**src/rtl/sdinit_pkg.sv**
```systemverilog
package sdinit_pkg;

  typedef enum logic [3:0] {
    S_IDLE, S_DUMMY, S_GO_IDLE, S_IFCOND, S_R7, S_V2_APP, S_V2_OPCOND,
    S_OCR_CMD, S_OCR, S_PR_APP, S_PR_OPCOND, S_V1_APP, S_V1_OPCOND,
    S_MMC_OPCOND, S_BLKLEN, S_END
  } seq_state_t;

  typedef enum logic [2:0] {
    CARD_NONE      = 3'd0,
    CARD_MMC       = 3'd1,
    CARD_SD1       = 3'd2,
    CARD_SD2_BYTE  = 3'd3,
    CARD_SD2_BLOCK = 3'd4
  } card_kind_t;

  localparam int unsigned TRAIL_BYTES = 4;

  localparam logic [5:0] IDX_GO_IDLE  = 6'd0;
  localparam logic [5:0] IDX_MMC_OP   = 6'd1;
  localparam logic [5:0] IDX_IF_COND  = 6'd8;
  localparam logic [5:0] IDX_BLKLEN   = 6'd16;
  localparam logic [5:0] IDX_SD_OP    = 6'd41;
  localparam logic [5:0] IDX_APP      = 6'd55;
  localparam logic [5:0] IDX_READ_OCR = 6'd58;

  localparam logic [31:0] ARG_IF_COND = 32'h0000_01AA;
  localparam logic [31:0] ARG_HCS     = 32'h4000_0000;

endpackage

```
**src/rtl/sdinit_cmdmux.sv**
```systemverilog
module sdinit_cmdmux
  import sdinit_pkg::*;
#(
  parameter int unsigned BLOCK_LEN = 512
) (
  input  seq_state_t  st,
  output logic [5:0]  idx,
  output logic [31:0] arg,
  output logic        is_byte,
  output logic        sel
);
  localparam logic [31:0] ARG_BLKLEN = 32'(BLOCK_LEN);

  always_comb begin
    idx     = IDX_GO_IDLE;
    arg     = '0;
    is_byte = 1'b0;
    sel     = (st != S_DUMMY);
    unique case (st)
      S_DUMMY, S_R7, S_OCR:           is_byte = 1'b1;
      S_IFCOND:                       begin idx = IDX_IF_COND; arg = ARG_IF_COND; end
      S_V2_APP, S_PR_APP, S_V1_APP:   idx = IDX_APP;
      S_V2_OPCOND:                    begin idx = IDX_SD_OP; arg = ARG_HCS; end
      S_PR_OPCOND, S_V1_OPCOND:       idx = IDX_SD_OP;
      S_OCR_CMD:                      idx = IDX_READ_OCR;
      S_MMC_OPCOND:                   idx = IDX_MMC_OP;
      S_BLKLEN:                       begin idx = IDX_BLKLEN; arg = ARG_BLKLEN; end
      default:                        idx = IDX_GO_IDLE;
    endcase
  end
endmodule

```
**src/rtl/sdinit_capture.sv**
```systemverilog
module sdinit_capture #(
  parameter int unsigned NBYTES = 4,
  localparam int unsigned W = NBYTES * 8
) (
  input  logic         clk,
  input  logic         rst,
  input  logic         shift,
  input  logic [7:0]   din,
  output logic [W-1:0] bytes
);
  always_ff @(posedge clk) begin
    if (rst)        bytes <= '0;
    else if (shift) bytes <= {bytes[W-9:0], din};
  end
endmodule

```
**src/rtl/sdinit_timer.sv**
```systemverilog
module sdinit_timer #(
  parameter int unsigned LIMIT = 50_000_000,
  localparam int unsigned CW = $clog2(LIMIT + 1)
) (
  input  logic clk,
  input  logic rst,
  input  logic clr,
  input  logic arm,
  output logic expired
);
  logic          armed;
  logic [CW-1:0] cnt;

  always_ff @(posedge clk) begin
    if (rst || clr) begin
      armed <= 1'b0;
      cnt   <= '0;
    end else if (arm) begin
      armed <= 1'b1;
      cnt   <= '0;
    end else if (armed && cnt != CW'(LIMIT)) begin
      cnt <= cnt + 1'b1;
    end
  end

  assign expired = armed && (cnt == CW'(LIMIT));
endmodule

```
**src/rtl/sdinit_seq.sv**
```systemverilog
module sdinit_seq
  import sdinit_pkg::*;
#(
  parameter int unsigned NDUMMY         = 10,
  parameter int unsigned TIMEOUT_CYCLES = 50_000_000,
  parameter int unsigned BLOCK_LEN      = 512
) (
  input  logic        clk,
  input  logic        rst,
  input  logic        start,
  output logic        cmd_start,
  output logic [5:0]  cmd_index,
  output logic [31:0] cmd_arg,
  input  logic        cmd_done,
  output logic        byte_start,
  input  logic        byte_done,
  input  logic [7:0]  rx_data,
  output logic        card_sel,
  output logic        spi_fast,
  output logic        ready,
  output logic        error,
  output logic [2:0]  card_type
);
  localparam int unsigned CAPW = TRAIL_BYTES * 8;
  localparam int unsigned BCW  = $clog2((NDUMMY > TRAIL_BYTES ? NDUMMY : TRAIL_BYTES) + 1);

  seq_state_t st, nxt_st;
  card_kind_t kind, nxt_kind;
  logic           waiting;
  logic [BCW-1:0] bcnt;

  logic [5:0]  mux_idx;
  logic [31:0] mux_arg;
  logic        mux_byte, mux_sel;
  logic        running, accept, done;
  logic        fin_ok, fin_bad, tmr_arm, tmr_expired, bcnt_inc, bcnt_clr;
  logic [CAPW-1:0] cap, full;

  assign running = (st != S_IDLE) && (st != S_END);
  assign accept  = start && !running;
  assign done    = running && waiting && (mux_byte ? byte_done : cmd_done);

  sdinit_cmdmux #(.BLOCK_LEN(BLOCK_LEN)) u_mux (
    .st(st), .idx(mux_idx), .arg(mux_arg), .is_byte(mux_byte), .sel(mux_sel)
  );

  sdinit_capture #(.NBYTES(TRAIL_BYTES)) u_cap (
    .clk(clk), .rst(rst), .shift(done && mux_byte), .din(rx_data), .bytes(cap)
  );

  sdinit_timer #(.LIMIT(TIMEOUT_CYCLES)) u_tmr (
    .clk(clk), .rst(rst), .clr(accept), .arm(tmr_arm), .expired(tmr_expired)
  );

  // trailing bytes including the one arriving now; first byte at the top
  assign full = {cap[CAPW-9:0], rx_data};

  always_comb begin
    nxt_st   = st;
    nxt_kind = kind;
    fin_ok   = 1'b0;
    fin_bad  = 1'b0;
    tmr_arm  = 1'b0;
    bcnt_inc = 1'b0;
    bcnt_clr = 1'b0;
    if (running && tmr_expired) begin
      fin_bad = 1'b1;
    end else if (done) begin
      unique case (st)
        S_DUMMY:
          if (bcnt == BCW'(NDUMMY - 1)) begin nxt_st = S_GO_IDLE; bcnt_clr = 1'b1; end
          else bcnt_inc = 1'b1;
        S_GO_IDLE:
          if (rx_data == 8'h01) begin nxt_st = S_IFCOND; tmr_arm = 1'b1; end
          else fin_bad = 1'b1;
        S_IFCOND:
          nxt_st = (rx_data == 8'h01) ? S_R7 : S_PR_APP;
        S_R7:
          if (bcnt == BCW'(TRAIL_BYTES - 1)) begin
            bcnt_clr = 1'b1;
            if (full[15:8] == 8'h01 && full[7:0] == 8'hAA) nxt_st = S_V2_APP;
            else fin_bad = 1'b1;
          end else bcnt_inc = 1'b1;
        S_V2_APP:
          if (rx_data <= 8'h01) nxt_st = S_V2_OPCOND;
        S_V2_OPCOND:
          nxt_st = (rx_data == 8'h00) ? S_OCR_CMD : S_V2_APP;
        S_OCR_CMD:
          if (rx_data == 8'h00) nxt_st = S_OCR;
          else fin_bad = 1'b1;
        S_OCR:
          if (bcnt == BCW'(TRAIL_BYTES - 1)) begin
            bcnt_clr = 1'b1;
            nxt_kind = full[CAPW-2] ? CARD_SD2_BLOCK : CARD_SD2_BYTE;
            fin_ok   = 1'b1;
          end else bcnt_inc = 1'b1;
        S_PR_APP:
          if (rx_data > 8'h01) begin nxt_kind = CARD_MMC; nxt_st = S_MMC_OPCOND; end
          else nxt_st = S_PR_OPCOND;
        S_PR_OPCOND:
          if (rx_data <= 8'h01) begin nxt_kind = CARD_SD1; nxt_st = S_V1_APP; end
          else begin nxt_kind = CARD_MMC; nxt_st = S_MMC_OPCOND; end
        S_V1_APP:
          if (rx_data <= 8'h01) nxt_st = S_V1_OPCOND;
        S_V1_OPCOND:
          nxt_st = (rx_data == 8'h00) ? S_BLKLEN : S_V1_APP;
        S_MMC_OPCOND:
          if (rx_data == 8'h00) nxt_st = S_BLKLEN;
        S_BLKLEN:
          if (rx_data == 8'h00) fin_ok = 1'b1;
          else fin_bad = 1'b1;
        default: nxt_st = st;
      endcase
    end
  end

  always_ff @(posedge clk) begin
    if (rst) begin
      st         <= S_IDLE;
      kind       <= CARD_NONE;
      waiting    <= 1'b0;
      bcnt       <= '0;
      cmd_start  <= 1'b0;
      byte_start <= 1'b0;
      cmd_index  <= '0;
      cmd_arg    <= '0;
      card_sel   <= 1'b0;
      spi_fast   <= 1'b0;
      ready      <= 1'b0;
      error      <= 1'b0;
      card_type  <= CARD_NONE;
    end else begin
      cmd_start  <= 1'b0;
      byte_start <= 1'b0;
      if (accept) begin
        st        <= S_DUMMY;
        kind      <= CARD_NONE;
        waiting   <= 1'b0;
        bcnt      <= '0;
        card_sel  <= 1'b0;
        spi_fast  <= 1'b0;
        ready     <= 1'b0;
        error     <= 1'b0;
        card_type <= CARD_NONE;
      end else if (fin_bad) begin
        st        <= S_END;
        waiting   <= 1'b0;
        bcnt      <= '0;
        card_sel  <= 1'b0;
        spi_fast  <= 1'b0;
        ready     <= 1'b0;
        error     <= 1'b1;
        card_type <= CARD_NONE;
      end else if (fin_ok) begin
        st        <= S_END;
        kind      <= nxt_kind;
        waiting   <= 1'b0;
        bcnt      <= '0;
        card_sel  <= 1'b0;
        spi_fast  <= 1'b1;
        ready     <= 1'b1;
        error     <= 1'b0;
        card_type <= nxt_kind;
      end else if (running) begin
        st   <= nxt_st;
        kind <= nxt_kind;
        if (bcnt_clr)      bcnt <= '0;
        else if (bcnt_inc) bcnt <= bcnt + 1'b1;
        if (done) begin
          waiting <= 1'b0;
        end else if (!waiting) begin
          waiting   <= 1'b1;
          card_sel  <= mux_sel;
          cmd_index <= mux_idx;
          cmd_arg   <= mux_arg;
          if (mux_byte) byte_start <= 1'b1;
          else          cmd_start  <= 1'b1;
        end
      end
    end
  end
endmodule

```
**config.mk**
```make
export PLATFORM = sky130hd
export DESIGN_NAME = sdinit_seq
export DESIGN_NICKNAME = d
export VERILOG_FILES = /design/src/rtl/sdinit_pkg.sv /design/src/rtl/sdinit_cmdmux.sv /design/src/rtl/sdinit_capture.sv /design/src/rtl/sdinit_timer.sv /design/src/rtl/sdinit_seq.sv
export SDC_FILE = /design/constraint.sdc
export NUM_CORES = 1
export LEC_CHECK = 0
export ABC_AREA = 1
export BUFFER_PORTS_ARGS = -buffer_cell sky130_fd_sc_hd__buf_2
export CORE_ASPECT_RATIO = 0.5
export CORE_MARGIN = 2
export CORE_UTILIZATION = 35
export DETAILED_ROUTE_END_ITERATION = 8
export MAX_ROUTING_LAYER = met4
export PLACE_DENSITY = 0.56
export SLEW_MARGIN = 40
export SYNTH_ARGS = -nofsm -noshare
export SYNTH_HDL_FRONTEND = slang
export SYNTH_SLANG_ARGS = --single-unit
export TNS_END_PERCENT = 30
```
**constraint.sdc**
```tcl
create_clock -name clk -period 1.78 [get_ports clk]
set_input_delay 0.178 -clock clk [delete_from_list [all_inputs] [get_ports clk]]
set_output_delay 0.178 -clock clk [all_outputs]
set_load 0.01 [all_outputs]
```
Word level (Yosys, flattened, before mapping) --
Index checks and enable logic that the tools add are counted.
Cells by class: bitwise operators 6, reduce and logical (&&, ||, !) cells 38, eq/ne operators 41, order comparisons 2, muxes and demuxes 65, add/sub/neg operators 2
Operators with widths (count):
- one-hot mux 31 bit (3 select lines) | 1
- two-way mux 4 bit | 16
- one-hot mux 4 bit (12 select lines) | 1
- != test 5 x 4 -> 1 bit, second input constant | 8
- != test 4 bit, second input constant | 9
- one-hot mux 6 bit (6 select lines) | 1
- == test 4 bit, second input constant | 8
- two-way mux 3 bit | 10
- two-way mux 1 bit | 29
- adder 26 x 1 -> 26 bit, second input constant | 1
- == test 26 bit, second input constant | 1
- != test 26 bit, second input constant | 1
- AND reduction 12 bit | 2
- == test 4 x 3 -> 1 bit, second input constant | 4
- == test 8 x 1 -> 1 bit, second input constant | 2
- nonzero test 15 bit | 1
- nonzero test 14 bit | 1
- == test 4 x 2 -> 1 bit, second input constant | 3
- nonzero test 4 bit | 3
- OR reduction 3 bit | 4
- logical AND 1 bit | 9
- one-hot mux 3 bit (3 select lines) | 1
- == test 8 bit, second input constant | 1
- greater-than comparator 8 x 1 -> 1 bit, second input constant | 1
- 21 further kinds | 36
Word-level totals: register bits 108, output and inout bits 47, bits of input ports 13, logic and storage cells 170

Logic depth before layout (Yosys ltp) --
Gate-level depths: netlist (run 1).
word-level depth 11, depth in mapped cells 15, mapped depth without buffers 14

Cells and area by module --
A second synthesis (run 1) with hierarchy kept.
Unflattened totals: cells, all modules 986, area total of the unflattened synthesis 6585.1 um^2
Modules (own cells, without submodules):
- sdinit_seq | instances 1, cells an instance 426, area an instance 2846.5 um^2, seq. area each 1161.1 um^2
- sdinit_timer | instances 1, cells an instance 294, area an instance 1819.2 um^2, seq. area each 540.5 um^2
- sdinit_capture | instances 1, cells an instance 203, area an instance 1550.2 um^2, seq. area each 640.6 um^2
- sdinit_cmdmux | instances 1, cells an instance 63, area an instance 369.1 um^2, seq. area each 0.0 um^2

Least setup slack after synthesis (run 1) --
No wires, ideal clock.
path kind register -> register, from register u_tmr.cnt[0], to register u_tmr.cnt[11], period minus slack after synthesis 1878 ps, required time 1716 ps, library setup time 64 ps, slack -98 ps, arrival time 1814 ps, path buffers 1, stages on the path, launching flop included 12, path through dfxtp_1 -> inv_1 -> ha_1 -> nand2_1 -> nor2_1 -> and3_1 -> a21oi_1 -> buf_2 -> nand4_1 -> o21ai_0 -> nand2_1 -> nor2_1
On the way: cells in the longest elaborated chain, start to end 5, elaborated cells on any way between the ends 8, those cells by class add/sub (1); eq/ne (2); mux (1); reduce/logical (4)
Ends and longest elaborated chain:
- start: declaration | line sdinit_timer.sv:12 | logic [CW-1:0] cnt;
- start signal: assignment | line sdinit_timer.sv:22 | cnt <= cnt + 1'b1;
- parallel branches: the longest is 5 deep, another holds adder 26 x 1 -> 26 bit
Several ways; the timed one is not identified. A chain may end at the register's enable or synchronous reset.

Worst setup path in the final report (run 1) --
from register u_tmr.cnt[0], to register st[3]
On the way: cells in the longest elaborated chain, start to end 6, elaborated cells on any way between the ends 20, those cells by class eq/ne (10); mux (4); reduce/logical (6)
Ends and longest elaborated chain:
- == test 26 bit (*) | line sdinit_timer.sv:26 | assign expired = armed && (cnt == CW'(LIMIT));
- logical AND 1 bit (*) | line sdinit_timer.sv:26
- logical AND 1 bit (*) | line sdinit_seq.sv:66 | if (running && tmr_expired) begin
- two-way mux 1 bit | line sdinit_seq.sv:66
- nonzero test 14 bit (no source line) (tied with other cells)
- AND reduction 12 bit (no source line) or two-way mux 4 bit (tied branches)
- end signal: assignment | line sdinit_seq.sv:165 | st <= nxt_st;
- end: declaration | line sdinit_seq.sv:27 | seq_state_t st, nxt_st;
Every way passes the cells marked *; elsewhere a longest branch is shown, timed or not.

==> results of run 1 <==
-- final timing paths --
kind | startpoint | endpoint | slack (ns) | depth (start not counted)
max | u_tmr.cnt[0] | st[3] | -0.03 | 12
min | rx_data[1] | u_cap.bytes[1] | 0.17 | 3
max reg2reg | u_tmr.cnt[0] | st[3] | -0.03 | 12
min reg2reg | u_cap.bytes[0] | u_cap.bytes[0] | 0.46 | 2
-- area by class of cell --
cell class                 instances  share of cell area (%)
clock buffer                      12                   4.544
clock inverter                     2                  0.2134
sequential                        66                   22.81
timing repair buffer             150                   19.01
tap                              165                   3.520
multi-input combinational        501                   45.55
inverter                          66                   4.352
-- power by group through the flow --
| stage | registers [W] | logic [W] | clock network (W) |
|---|---|---|---|
| 2_1_floorplan | 0.00153 | 0.000199 | 0 |
| 4_1_cts | 0.00150 | 0.000317 | 0.00169 |
| 6_report | 0.00149 | 0.000351 | 0.00166 |
| 3_5_place_dp | 0.00153 | 0.000303 | 0 |
| 3_3_place_gp | 0.00153 | 0.000304 | 0 |
| 5_1_grt | 0.00149 | 0.000387 | 0.00176 |
-- metrics by stage --
stage	hold slack, ns	cell area [um^2]	setup WS [ns]	total power [W]
4_1_cts	0.1533	5579	-0.02558	0.003505
5_1_grt	0.1731	5864	-0.1100	0.003639
3_3_place_gp	0.4480	5161	-0.1419	0.001831
2_1_floorplan	0.3431	4262	0.05423	0.001728
6_report	0.1667	5864	-0.02511	0.003504
3_5_place_dp	0.4533	5161	-0.1182	0.001830
-- sequential cells by signal (all words and copies together) (netlist names) --
name         flops
waiting          1
card_type        3
byte_start       1
error            1
u_tmr.armed      1
u_tmr.cnt       26
bcnt             4
kind             3
cmd_start        1
card_sel         1
st               4
u_cap.bytes     10
cmd_index        6
ready            1
cmd_arg          3
-- layout by cell type (no fill, tap or decap), types with 2 or more instances in the layout --
master     count
buf_2         34
nor3_2         5
inv_4          3
nand2_4        8
conb_1        25
nor2_2         9
buf_12         2
nand2_2       15
clkbuf_8       3
o211ai_1       2
nor2_1        91
nand3_2        5
buf_6         13
a21oi_2        6
o21ai_1        5
nand3_1       33
a21oi_1       44
nor2_4         8
clkbuf_16      9
nor3b_2        5
ha_1           3
o21ai_0       15
o21ai_2        3
inv_1         47
dfxtp_1       59
buf_4        101
o2111ai_1      2
nand2_1      153
xnor2_1        3
nand4_1       16
nor3_1        16
inv_2         16
nand3_4        2
dfxtp_4        3
nand3b_1       3
xor2_1        10
dfxtp_2        4
nand4_4        2
-- Yosys cell counts, types with 3 or more instances --
cell type | count | share of area [%]
o21ai_0 | 18 | 2.2
nand3b_1 | 3 | 0.54
inv_1 | 51 | 4.6
buf_4 | 33 | 5.9
o21ai_1 | 5 | 0.60
nor3b_2 | 3 | 0.90
nor3b_1 | 3 | 0.54
nor3_1 | 20 | 2.4
nor2_1 | 103 | 9.3
ha_1 | 4 | 1.2
xnor2_1 | 3 | 0.63
inv_2 | 15 | 1.4
nor2_2 | 3 | 0.45
dfxtp_1 | 66 | 32
nand3_1 | 38 | 4.6
a21oi_1 | 51 | 6.1
nand2_2 | 5 | 0.75
clkbuf_1 | 3 | 0.27
buf_2 | 7 | 0.84
xor2_1 | 10 | 2.1
nand2_1 | 169 | 15
nand4_1 | 16 | 2.4
-- cell families (layout without fill, tap and decap cells) --
| logic type | after synthesis | after routing | share of synthesized area (%) |
|---|---|---|---|
| flip-flops | 66 | 66 | 31.73 |
| adder cells (fa/ha/maj) | 4 | 4 | 1.202 |
| other | 1 | 25 | 0.09006 |
| AND/OR/NAND/NOR | 377 | 377 | 40.69 |
| XOR/XNOR | 13 | 13 | 2.734 |
| AO/OA/AOI/OAI | 82 | 82 | 10.46 |
| buffers and inverters | 110 | 230 | 13.10 |
-- what timing repair did --
item | 4_1_cts | 5_1_grt
buffers inserted | 2 | 6
pin swaps | 10 | 24
endpoints found under the setup margin | 54 | 64
resized for setup | 39 | 64
-- layer usage --
metal / GRT usage [%] / routed length, um / vias to the layer above
met5: - / 0 / -
met4: 3.333 / 90 / 0
met3: 4.216 / 541 / 10
met2: 33.09 / 5589 / 104
met1: 24.80 / 5556 / 2003
li1: - / - / 2345
-- critical path: stages (launching register included) --
cell     delay, ns
dfxtp_2       0.32
inv_2         0.07
ha_4          0.13
nand2_2       0.05
nor2_2        0.09
and3_4        0.23
nand4_4       0.19
buf_6         0.18
nand4_1       0.10
buf_6         0.14
nand3_1       0.08
nand2_1       0.08
nor2_1        0.04
==> impl_metrics.yaml, run 1 <==
synthesis:
  synth_area_per_cell_um2: 6.377
  synth_flop_cell: "dfxtp_1"
  ys_seq_area_share_pct: 31.73
  async_reset_ff_share_pct: 0
  syn_area_um2: 4164
  ys_types: 38
  yosys_warnings: 0
  synth_edf_count: 0
  ys_seq_elements: 66
  syn-instance-count: 653
place:
  portBuffers: 34
  dpl.hpwl_mm: 9.190
  gp_congestion: 0.9692
  dp_cells: 940
floorplanning:
  die_area_um2: 12840
  io_pins: 60
  core_um2: 11700
  die_w_um: 158.3
  rows: 28
  fp.dieH_um: 81.13
  start_util_pct: 35.59
clock_tree:
  clockRootBuffer: "clkbuf_16"
  clock_sinks: 66
  path_clk_slew_ns: 0.05
  ctsHoldBuffers: 0
  insertion_delay_ns: 0.33
  cts_inserted_buffers: 9
  htree_levels: 3
  clock_tree.buffer_depth: 2
  cts_tree: "built"
flow_run:
  max_cap_violations: 0
power:
  p_leak_nw: 2.589
  power.density_nw_per_um2: 597.5
  seq_power_share_pct: 42.6
  ir_worst_vdd_mv: 0.4641
  intPower_w: 0.002661
  swShare_pct: 24.06
  comb_power_share_pct: 10.0
  power_switching_w: 0.0008432
  clkPwrFrac_pct: 47.4
timing:
  fin_worst_skew_ns: 0.005529
  rsz0062_at_grt: "yes"
  tns_ns: -0.06168
  slew_viol_final: 0
  hold_violations: 0
  fmax_mhz: 554.0
  timing.final.ws_setup_ns: -0.02511
  min_period_over_period_pct: 101.4
  layout_min_cycle_time_ns: 1.805
  setup_viol_count_final: 6
global_route:
  grt_usage_pct: 19.62
  overflow: 0
  grt_max_degree: 18
  antenna_found_initial: 0
  grt_pass1_vias: 4060
  grt_first_pass_wirelength_mm: 19.24
outcome:
  violations: "setup timing"
  status: "finished with violations"
setup_path:
  cp-end-kind: "flip-flop"
  worstPathRequired_ns: 2.00
  start_kind: "flip-flop"
  worst-setup-path-type: "reg -> reg"
  worst_ep_arrival_time_ns: 2.03
  worst-path-max-fanout: 7
cells_and_area:
  finalNonFillerCells: 962
  area_growth_syn_to_layout_pct: 40.84
  multiInputGateArea_um2: 2671
  fin_util_pct: 50.12
  regArea_um2: 1338
  nNetsFinal: 811
  nFillCells: 1195
  drive_gt1_share_pct: 33.12
  antenna_cells: 0
routing:
  dr.pass1.iters: 5
  drt_iter0_drc: 238
  vias_per_cell: 4.638
  wl_mm: 11.78
  vias: 4462
  ant_nets: 0
  wl_per_cell_um: 12.24
  drc: 0
min_path:
  hold_path_class: "in -> reg"
Power figures use the tool's default switching activity.
==> run 2, diff against run 1 <==
PLACE_DENSITY = 0.54   (was 0.56)
clock period = 1.9 ns   (was 1.78 ns; I/O delays follow)
==> impl_metrics.yaml, run 2 (synthesized netlist as in run 1, its figures left out) <==
setup_path:
  crit_chain: "inv_2 -> ha_4 -> nand2_2 -> nor2_2 -> and3_4 -> nand4_4 -> buf_4 -> nand2_4 -> inv_2 -> nand2_4 -> buf_12 -> nand2_1 -> a21oi_1"
  start_kind: "flip-flop"
  cp-end-kind: "flip-flop"
  worst-path-max-fanout: 8
  worstPathRequired_ns: 2.17
  worst_ep_arrival_time_ns: 2.08
  cp_slowest_cell: "dfxtp_2"
  cp_slowest_stage_delay_ns: 0.32
  worst-setup-path-type: "reg -> reg"
outcome:
  status: "completed"
routing:
  drc: 0
  vias: 4280
  ant_nets: 0
  wl_mm: 11.33
  vias_per_cell: 4.652
  wl_per_cell_um: 12.31
  dr.pass1.iters: 4
  drt_iter0_drc: 298
cells_and_area:
  nNetsFinal: 767
  antenna_cells: 0
  final_cell_mix: "159 x nand2_1, 92 x nor2_1, 65 x buf_4"
  largest_register: "u_tmr.cnt"
  final_area_um2: 5433
  finalNonFillerCells: 920
  largest_reg_flops: 26
  area_growth_syn_to_layout_pct: 30.47
  largest_registers: "u_tmr.cnt: 26 flops, u_cap.bytes: 10 flops, cmd_index: 6 flops"
  mostFrequentLayoutCell: "nand2_1"
  drive_gt1_share_pct: 26.09
  nFillCells: 1198
clock_tree:
  clock_sinks: 66
  cts_tree: "built"
  htree_levels: 3
  clockRootBuffer: "clkbuf_16"
  path_clk_slew_ns: 0.06
  cts_inserted_buffers: 9
  clock_tree.buffer_depth: 2
  insertion_delay_ns: 0.33
global_route:
  grt_first_pass_wirelength_mm: 18.37
  grt_usage_pct: 18.79
  grt_pass1_vias: 3785
  antenna_found_initial: 0
  overflow: 0
  grt_max_degree: 24
flow_run:
  max_cap_violations: 0
place:
  pre_cts_ws_ns: -0.04903
  gp_congestion: 0.9344
  placed_cell_area_um2: 4786
  dp_cells: 889
  dpl.hpwl_mm: 8.316
  portBuffers: 34
timing:
  slew_viol_final: 0
  timing.final.ws_setup_ns: 0.08546
  fmax_mhz: 551.1
  layout_min_cycle_time_ns: 1.815
  setup_viol_count_final: 0
  hold_violations: 0
  min_period_over_period_pct: 95.50
  rsz0062_at_grt: "yes"
  fin_worst_skew_ns: 0.006453
floorplanning:
  die_area_um2: 12840
  die_w_um: 158.3
  fp.dieH_um: 81.13
  rows: 28
  io_pins: 60
  core_um2: 11700
  start_util_pct: 35.59
power:
  power.density_nw_per_um2: 643.1
  ir_worst_vdd_mv: 0.4364
  p_leak_nw: 2.378
min_path:
  hold_path_class: "in -> reg"
## run 2: cell count changes in the layout (fill, tap and decap cells not counted), moves of 4 or more
cell | before | now
a21oi_1 | 44 | 51
a21oi_2 | 6 | 0
nor3_2 | 5 | 1
buf_6 | 13 | 2
nand2_1 | 153 | 159
nand2_4 | 8 | 4
nand3_1 | 33 | 37
nor3_1 | 16 | 20
buf_4 | 101 | 65
## run 2: cell type report
cell class | instances | area [um^2] | area share (%)
inverters | 66 | 262.8 | 4.836
well taps | 165 | 206.4 | 3.800
multi-input cells | 501 | 2509 | 46.18
clock buffers | 11 | 242.7 | 4.468
repair buffers | 106 | 790.8 | 14.56
flip-flops and latches | 66 | 1344 | 24.74
clock inverters | 5 | 77.57 | 1.428
## run 2: worst paths after layout
kind | from | to | slack, ns | cells past startpoint
worst max-delay path | u_tmr.cnt[0] | cmd_arg[8] | 0.09 | 13
worst min-delay path | rx_data[3] | u_cap.bytes[3] | 0.15 | 3
worst max register to register | u_tmr.cnt[0] | cmd_arg[8] | 0.09 | 13
worst min register to register | u_cap.bytes[0] | u_cap.bytes[0] | 0.45 | 2
## run 2: worst max-delay path: cells and delay by family (launching register included)
family	cells	cell delay [ns]
simple gates	7	0.74
buf+inv	4	0.44
flops	1	0.32
fa+ha+maj	1	0.13
compound gates	1	0.13
## run 2: metal layers
layer  global-route usage (%)  share of wire [%]
met5                        -                  0
met4                    6.216                2.0
met3                    4.216                4.5
met2                    29.13                 44
met1                    24.44                 49
## run 2: power by group
group / total [W] / internal, W / switching, W
clock: 0.00180 / 0.00118 / 0.000621
sequential: 0.00140 / 0.00139 / 0.00000832
combinational: 0.000296 / 0.000106 / 0.000190
## run 2: what timing repair did
action,in CTS,in global routing
pin swaps,0,16
gates cloned,0,2
hold buffers,0,0
resized for setup,3,59
setup endpoints to repair,7,62
buffers inserted,0,13
## run 2: through the flow
stage | setup TNS (ns) | power, W | hold slack [ns] | util, %
floorplan | 0 | 0.001618 | 0.3551 | -
global placement | -0.02810 | 0.001675 | 0.4471 | 40.90
detailed placement | -0.07984 | 0.001676 | 0.4461 | 40.90
CTS | 0 | 0.003496 | 0.1427 | 43.67
global route | -0.1422 | 0.003633 | 0.1461 | 46.43
finish | 0 | 0.003494 | 0.1461 | 46.43
